==> src/rtl/dpx_pkg.sv <==
package dpx_pkg;
   localparam int FL_N = 3;
   localparam int FL_Z = 2;
   localparam int FL_C = 1;
   localparam int FL_V = 0;

   typedef enum logic [3:0] {
      OP_AND = 4'd0, OP_EOR = 4'd1, OP_SUB = 4'd2, OP_RSB = 4'd3,
      OP_ADD = 4'd4, OP_ADC = 4'd5, OP_SBC = 4'd6, OP_RSC = 4'd7,
      OP_TST = 4'd8, OP_TEQ = 4'd9, OP_CMP = 4'd10, OP_CMN = 4'd11,
      OP_ORR = 4'd12, OP_MOV = 4'd13, OP_BIC = 4'd14, OP_MVN = 4'd15
   } alu_op_e;

   typedef enum logic [3:0] {
      CC_EQ = 4'd0, CC_NE = 4'd1, CC_CS = 4'd2, CC_CC = 4'd3,
      CC_MI = 4'd4, CC_PL = 4'd5, CC_VS = 4'd6, CC_VC = 4'd7,
      CC_HI = 4'd8, CC_LS = 4'd9, CC_GE = 4'd10, CC_LT = 4'd11,
      CC_GT = 4'd12, CC_LE = 4'd13, CC_AL = 4'd14, CC_NV = 4'd15
   } cond_e;

   function automatic logic is_test(input alu_op_e op);
      return op[3:2] == 2'b10;
   endfunction
endpackage

==> src/rtl/dpx_cond.sv <==
module dpx_cond
   import dpx_pkg::*;
(
   input  logic [3:0] cond_i,
   input  logic [3:0] flags_i,
   output logic       pass_o
);
   logic n, z, c, v;
   assign n = flags_i[FL_N];
   assign z = flags_i[FL_Z];
   assign c = flags_i[FL_C];
   assign v = flags_i[FL_V];

   always_comb begin
      unique case (cond_e'(cond_i))
         CC_EQ: pass_o = z;
         CC_NE: pass_o = !z;
         CC_CS: pass_o = c;
         CC_CC: pass_o = !c;
         CC_MI: pass_o = n;
         CC_PL: pass_o = !n;
         CC_VS: pass_o = v;
         CC_VC: pass_o = !v;
         CC_HI: pass_o = c && !z;
         CC_LS: pass_o = !c || z;
         CC_GE: pass_o = (n == v);
         CC_LT: pass_o = (n != v);
         CC_GT: pass_o = !z && (n == v);
         CC_LE: pass_o = z || (n != v);
         CC_AL: pass_o = 1'b1;
         default: pass_o = 1'b0;
      endcase
   end
endmodule

==> src/rtl/dpx_alu.sv <==
module dpx_alu
   import dpx_pkg::*;
#(
   parameter int W = 32
) (
   input  alu_op_e        op_i,
   input  logic [W-1:0]   a_i,
   input  logic [W-1:0]   b_i,
   input  logic           c_i,
   input  logic           shc_i,
   input  logic           v_i,
   output logic [W-1:0]   res_o,
   output logic [3:0]     flags_o
);
   logic           arith;
   logic           cin;
   logic [W-1:0]   x, y, lres;
   logic [W:0]     sum;
   logic           ovf;

   // adder operand steering: subtraction is x + ~y + carry
   always_comb begin
      arith = 1'b1;
      x     = a_i;
      y     = b_i;
      cin   = 1'b0;
      unique case (op_i)
         OP_SUB, OP_CMP: begin y = ~b_i; cin = 1'b1; end
         OP_RSB:         begin x = b_i; y = ~a_i; cin = 1'b1; end
         OP_ADD, OP_CMN: begin end
         OP_ADC:         cin = c_i;
         OP_SBC:         begin y = ~b_i; cin = c_i; end
         OP_RSC:         begin x = b_i; y = ~a_i; cin = c_i; end
         default:        arith = 1'b0;
      endcase
   end

   assign sum = {1'b0, x} + {1'b0, y} + {{W{1'b0}}, cin};
   assign ovf = (x[W-1] == y[W-1]) && (sum[W-1] != x[W-1]);

   always_comb begin
      unique case (op_i)
         OP_AND, OP_TST: lres = a_i & b_i;
         OP_EOR, OP_TEQ: lres = a_i ^ b_i;
         OP_ORR:         lres = a_i | b_i;
         OP_MOV:         lres = b_i;
         OP_BIC:         lres = a_i & ~b_i;
         OP_MVN:         lres = ~b_i;
         default:        lres = '0;
      endcase
   end

   assign res_o = arith ? sum[W-1:0] : lres;

   always_comb begin
      flags_o[FL_N] = res_o[W-1];
      flags_o[FL_Z] = (res_o == '0);
      flags_o[FL_C] = arith ? sum[W] : shc_i;
      flags_o[FL_V] = arith ? ovf : v_i;
   end
endmodule

==> src/rtl/dpx_stage.sv <==
module dpx_stage #(
   parameter int  PW      = 8,
   parameter bit  OUT_REG = 1'b1
) (
   input  logic          clk,
   input  logic          rst_n,
   input  logic [PW-1:0] d_i,
   output logic [PW-1:0] q_o
);
   if (OUT_REG) begin : g_reg
      always_ff @(posedge clk) begin
         if (!rst_n) q_o <= '0;
         else        q_o <= d_i;
      end
   end else begin : g_wire
      assign q_o = d_i;
   end
endmodule

==> src/rtl/dpx_unit.sv <==
module dpx_unit
   import dpx_pkg::*;
#(
   parameter int DATA_W  = 32,
   parameter bit OUT_REG = 1'b1
) (
   input  logic              clk,
   input  logic              rst_n,
   input  logic              in_valid,
   input  logic [31:0]       instr,
   input  logic [DATA_W-1:0] rn_val,
   input  logic [DATA_W-1:0] op2_val,
   input  logic              op2_carry,
   input  logic [3:0]        flags_in,
   output logic              out_valid,
   output logic [DATA_W-1:0] result,
   output logic              rd_we,
   output logic [3:0]        rd_idx,
   output logic              flags_we,
   output logic [3:0]        flags_out,
   output logic              status_upd,
   output logic              mul_word
);
   localparam int PW = DATA_W + 13;

   if (DATA_W < 8) begin : g_bad_width
      $error("dpx_unit: DATA_W must be at least 8");
   end

   alu_op_e           op;
   logic              cls_ok, mul_hit, pass, exec, test_op;
   logic              wr, fwe, stat;
   logic [3:0]        alu_fl, nxt_fl;
   logic [DATA_W-1:0] alu_res;
   logic [PW-1:0]     st_d, st_q;

   assign op      = alu_op_e'(instr[24:21]);
   assign cls_ok  = (instr[27:26] == 2'b00);
   assign mul_hit = (instr[27:22] == 6'd0) && instr[7] && instr[4];

   dpx_cond u_cond (
      .cond_i  (instr[31:28]),
      .flags_i (flags_in),
      .pass_o  (pass)
   );

   dpx_alu #(.W(DATA_W)) u_alu (
      .op_i    (op),
      .a_i     (rn_val),
      .b_i     (op2_val),
      .c_i     (flags_in[FL_C]),
      .shc_i   (op2_carry),
      .v_i     (flags_in[FL_V]),
      .res_o   (alu_res),
      .flags_o (alu_fl)
   );

   assign exec    = in_valid && cls_ok && !mul_hit && pass;
   assign test_op = is_test(op);
   assign wr      = exec && !test_op;
   assign fwe     = exec && instr[20];
   assign stat    = fwe && test_op && (instr[15:12] == 4'hF);
   assign nxt_fl  = fwe ? alu_fl : flags_in;

   assign st_d = {in_valid, alu_res, wr, instr[15:12], fwe, nxt_fl, stat,
                  in_valid && mul_hit};

   dpx_stage #(.PW(PW), .OUT_REG(OUT_REG)) u_stage (
      .clk   (clk),
      .rst_n (rst_n),
      .d_i   (st_d),
      .q_o   (st_q)
   );

   assign {out_valid, result, rd_we, rd_idx, flags_we, flags_out, status_upd,
           mul_word} = st_q;
endmodule

==> config.mk <==
export PLATFORM = sky130hd
export DESIGN_NAME = dpx_unit
export DESIGN_NICKNAME = d
export VERILOG_FILES = /design/src/rtl/dpx_pkg.sv /design/src/rtl/dpx_cond.sv /design/src/rtl/dpx_alu.sv /design/src/rtl/dpx_stage.sv /design/src/rtl/dpx_unit.sv
export SDC_FILE = /design/constraint.sdc
export NUM_CORES = 1
export LEC_CHECK = 0
export ABC_AREA = 0
export BUFFER_PORTS_ARGS = -buffer_cell sky130_fd_sc_hd__buf_2
export CORE_MARGIN = 4
export CORE_UTILIZATION = 57
export DETAILED_ROUTE_END_ITERATION = 12
export PLACE_DENSITY_LB_ADDON = 0.1
export RECOVER_POWER = 50
export SLEW_MARGIN = 20
export SYNTH_ARGS = -nofsm -noshare
export SYNTH_HDL_FRONTEND = slang
export SYNTH_HIERARCHICAL = 1
export SYNTH_SLANG_ARGS = --single-unit
==> constraint.sdc <==
create_clock -name clk -period 6.5 [get_ports clk]
set_input_delay 0 -clock clk [delete_from_list [all_inputs] [get_ports clk]]
set_output_delay 0 -clock clk [all_outputs]
set_load 0.05 [all_outputs]
; Word-level counts from Yosys, hierarchy flattened
; Cells that the tools add are included.
[totals]
register_bits = 45
input_bits = 104
wordCells = 87
[classes]
muxes = 10
n_eq_ne = 35
n_addsub = 2
reduce_logical = 33
n_bitwise = 6
[ops]
columns = op, n
row1 = case mux 32 bit (6 select lines), 1
row2 = AND 32 bit, 2
row3 = "== test 4 bit, second input constant", 16
row4 = 2-to-1 mux 32 bit, 2
row5 = NOT 32 bit, 2
row6 = case mux 32 bit (2 select lines), 1
row7 = adder 32 x 32 -> 33 bit, 1
row8 = adder 33 x 1 -> 33 bit, 1
row9 = "== test 4 x 3 -> 1 bit, second input constant", 8
row10 = logical NOT 32 bit, 1
row11 = OR 32 bit, 1
row12 = XOR 32 bit, 1
row13 = "== test 4 x 2 -> 1 bit, second input constant", 4
row14 = case mux 1 bit (15 select lines), 1
row15 = logical AND 1 bit, 13
row16 = OR reduction 3 bit, 3
row17 = "== test 4 x 1 -> 1 bit, second input constant", 2
row18 = logical NOT 4 bit, 2
row19 = OR reduction 8 bit, 1
row20 = logical NOT 1 bit, 6
row21 = logical NOT 6 bit, 1
row22 = OR reduction 2 bit, 3
row23 = 2-to-1 mux 4 bit, 1
row24 = 2-to-1 mux 1 bit, 3
row25 = 6 further kinds, 9

; Depth between registers and ports, before layout
[depth]
depth_word = 9
mapped_depth = 25

; By module
; The synthesis kept the hierarchy.
[modules_own_cells]
columns = mod, area_per_inst_um2, n_inst, seq_area_each_um2, cells_per_inst
row1 = dpx_alu, 5335.1, 1, 0.0, 875
row2 = dpx_stage, 1258.7, 1, 900.9, 94
row3 = dpx_cond, 193.9, 1, 0.0, 28
row4 = dpx_unit, 143.9, 1, 0.0, 17

; Worst setup path after synthesis
; Ideal clock, no wire load.
[synth_timing]
kind = input -> register
startpoint = input instr[21]
endpoint = register u_stage.q_o[4]
t_required_ns = 6.443
cell_stages = 25
t_arrival_ns = 5.401
setup_slack_ns = 1.042
setup_ns = 0.057
n_path_buf = 5
path_cell_list = inv_2 -> clkbuf_1 -> buf_1 -> clkbuf_1 -> nor2_1 -> nand2_1 -> clkbuf_1 -> clkbuf_1 -> nor2_1 -> a21oi_1 -> fa_1 -> inv_1 -> fa_1 -> a21o_1 -> a221o_1 -> a31o_4 -> a211o_2 -> xnor2_2 -> o211ai_2 -> or4_1 -> nor4_1 -> nand4bb_1 -> nor4_2 -> mux2_2 -> and2_2
[synth_via]
elab_chain_len = 8
elab_cells_between_ends = 33
classes_between = add/sub (2) / eq/ne (15) / mux (7) / reduce/logical (9)
[synth_lines]
columns = element, line
row1 = "start, declared", dpx_unit.sv:10  ; input logic [31:0] instr,
row2 = "== test 4 x 2 -> 1 bit, or another cell as far along", dpx_alu.sv:27  ; unique case (op_i)
row3 = OR reduction 3 bit (no line) or OR reduction 2 bit (tied branches), n/a
row4 = case mux 32 bit (2 select lines) or 2-to-1 mux 32 bit (tied branches), dpx_alu.sv:27
row5 = adder 32 x 32 -> 33 bit, dpx_alu.sv:38  ; assign sum = {1'b0, x} + {1'b0, y} + {{W{1'b0}}, cin};
row6 = adder 33 x 1 -> 33 bit, dpx_alu.sv:38
row7 = 2-to-1 mux 32 bit (*), dpx_alu.sv:53  ; assign res_o = arith ? sum[W-1:0] : lres;
row8 = net alu_res[22], dpx_unit.sv:34  ; logic [DATA_W-1:0] alu_res;
row9 = logical NOT 32 bit (*), dpx_alu.sv:57  ; flags_o[FL_Z] = (res_o == '0);
row10 = net alu_fl[2], dpx_unit.sv:33  ; logic [3:0] alu_fl, nxt_fl;
row11 = 2-to-1 mux 4 bit (*), dpx_unit.sv:63  ; assign nxt_fl = fwe ? alu_fl : flags_in;
row12 = net nxt_fl[2], dpx_unit.sv:33
row13 = "end signal, assigned", dpx_stage.sv:13  ; else q_o <= d_i;
row14 = "end, declared", dpx_stage.sv:8  ; output logic [PW-1:0] q_o
; Mark *: on every way through the listed nets, which the timed path passes. The rest lies on a longest branch.
; A chain may end at the register's enable or synchronous reset.

; Final worst setup path
[layout_timing]
startpoint = input instr[24]
endpoint = register u_stage.q_o[4]
; The elaborated chain is that of the path after synthesis.

==> results.json <==
{
  "ys_seq_elements": 45,
  "status": "complete, no violations",
  "cp.required_ns": 6.75,
  "dp_cells": 1243,
  "relSlewSlack_pct": 29.4,
  "maxSlewViolCount": 0,
  "wl_mm": 22.1,
  "setup_tns_ns": 0,
  "crit_slowest_cell": "or4b_2",
  "antenna_found_initial": 0,
  "drc": 0,
  "cts_buffers": 5,
  "fp.dieH_um": 118,
  "grt_pass1_vias": 7298,
  "arrival_ns": 5.36,
  "drtPass1Iterations": 5,
  "tightest_slew_ns": 1.06,
  "final_nets": 1277,
  "ctsResizeCount": 0,
  "cts.sinks": 45,
  "leakagePower_nw": 3.50,
  "path_max_fanout": 41,
  "synth.most_common_cell": "nand2_1",
  "path_cells": "buf_2 > nor2_1 > nand2_2 > buf_4 > nor2_1 > a211oi_1 > fa_1 > inv_1 > fa_1 > a21o_1 > a221o_1 > a31oi_1 > o41ai_1 > or3_1 > or4b_2 > nor4_1 > nand4bb_1 > nor4_2 > mux2_2 > and2_2",
  "fin_crit_ns": 5.11,
  "cp-end-kind": "flop",
  "ir_worst_vdd_mv": 0.0970,
  "power_density_nw_per_um2": 184,
  "slowest_delay_ns": 0.70,
  "worstSetupStartpointType": "input port",
  "hold_violations": 0,
  "syn_avg_cell_area_um2": 6.84,
  "largest_reg_flops": 45,
  "dp_hpwl_mm": 15.9,
  "clk_pin_slew_ns": 0.07,
  "fin_ws_ns": 1.39,
  "cts_tree": "done",
  "cts.root.buffer_cell": "clkbuf_16",
  "fmax_mhz": 196,
  "critPathKind": "input port to flop",
  "syn_nets": 1183,
  "synth_area_leaders": "dfxtp_1 (13%), ha_1 (11%), o21ai_0 (8.9%)",
  "io_pins": 149,
  "largestRegisters": "u_stage/q_o x45",
  "stdcell_count": 1256,
  "synth_cell_types": 88,
  "ant_nets": 0,
  "top_register": "u_stage/q_o",
  "die-area_um2": 14000,
  "min_path_type": "input port to flop",
  "ys.flop_type": "dfxtp_1",
  "place.gp.congestion": 0.970,
  "start_util_pct": 57.9,
  "syn_area_um2": 6930,
  "num_rows": 40,
  "ctsHoldBuffers": 5,
  "antenna_cells": 0,
  "yosysTopAreaCell": "dfxtp_1",
  "clock_path_buffers": 2,
  "ys_warn_count": 6,
  "placed_area_um2": 7620,
  "setup_violations": 0,
  "seq_area_frac_synth_pct": 13.0,
  "grt_max_degree": 59,
  "final_area_um2": 7780,
  "rsz0062_at_grt": "no",
  "die_w_um": 118,
  "ys_top_cells_by_count": "nand2_1 (139), o21ai_0 (123), inv_1 (71), a21oi_1 (68), ha_1 (63)",
  "syn2layout_area_growth_pct": 12.3,
  "layout-drive-gt1-share_pct": 17.7,
  "routedWlPerCell_um": 17.6,
  "vias_per_cell": 6.27,
  "fill_cells": 1177,
  "core_um2": 12000,
  "drtIter0Drc": 662,
  "fin_hold_ws_ns": 0.0863,
  "grt_overflow": 0,
  "vias": 7874,
  "synth_cells": 1014,
  "io_buffers": 134,
  "synth-edff-count": 0,
  "post_cts_buffers": 0,
  "htreeDepth": 2,
  "grt_pass1_wl_mm": 35.9,
  "drv_cap": 0,
  "async_flop_share_pct": 0,
  "fin_crit_sh_pct": 78.6,
  "netlist.area_leader.share_pct": 13.0,
  "dp_slack_ns": 1.21,
  "grt_use_total_pct": 30.8
}
report_power, final:
group,internal [mW],switching [mW],total [mW]
combinational,0.289,0.527,0.817
sequential,0.307,0.00711,0.314
clock,0.182,0.122,0.304
total,0.778,0.656,1.43
path summary, 6_finish.rpt:
kind                  start              end  slack (ns)  depth (start not counted)
setup / recovery  instr[24]   u_stage/q_o[4]        1.39                         20
hold / removal    instr[27]  u_stage/q_o[11]        0.09                          4
routing by layer:
layer / GRT usage, % / wire [µm]
met5: 0 / 0
met1: 39.4 / 9410
met4: 11.8 / 688
met3: 5.89 / 2060
met2: 51.1 / 9920
final cells by class:
type / instances / area [µm²] / share of cell area, %
Clock inverter: 3 / 46.3 / 0.595
Tap cell: 147 / 184 / 2.36
Sequential cell: 45 / 901 / 11.6
Clock buffer: 5 / 125 / 1.61
Timing Repair Buffer: 154 / 778 / 10.0
Multi-Input combinational cell: 829 / 5480 / 70.3
Inverter: 73 / 274 / 3.52
placed cells by master, fill, tap and decap left out, types with 11 or more instances in the layout:
master and n:
buf_4 15, ha_1 63, nor2_1 54, nor2b_1 15
nand2b_1 15, buf_2 90, a21oi_1 68, o21ai_0 123
inv_1 71, clkbuf_1 44, nor3_1 15, and2_2 46
nand3_1 23, o31ai_1 11, a31oi_1 12, a211o_1 13
o211ai_1 21, dfxtp_1 45, nand2_1 138, a211oi_1 17
stage by stage:
stage | utilization (%) | total power, mW
finish | 65.1 | 1.43
detailed placement | 63.7 | 1.13
global placement | 63.7 | 1.12
floorplan | - | 0.925
global route | 65.1 | 1.53
CTS | 65.5 | 1.44
critical path, delay by kind of cell:
family	cells	cell delay, ns
AND/OR/NAND/NOR	9	2.37
AO/OA/AOI/OAI	5	1.43
adder cells (fa/ha/maj)	2	0.73
buffers and inverters	3	0.65
multiplexers	1	0.19
cell families (layout without fill, tap and decap cells):
group	Yosys count	count (layout)	synth area share, %
DFF	45	45	13.0
xor gates and xnor gates	17	17	2.36
muxes	20	20	3.12
AOI/OAI and AO/OA	358	358	34.0
and+or+nand+nor	369	369	27.4
buffers and inverters	140	235	8.23
adders and majority gates	65	65	11.9
Power figures use the tool's default switching activity.
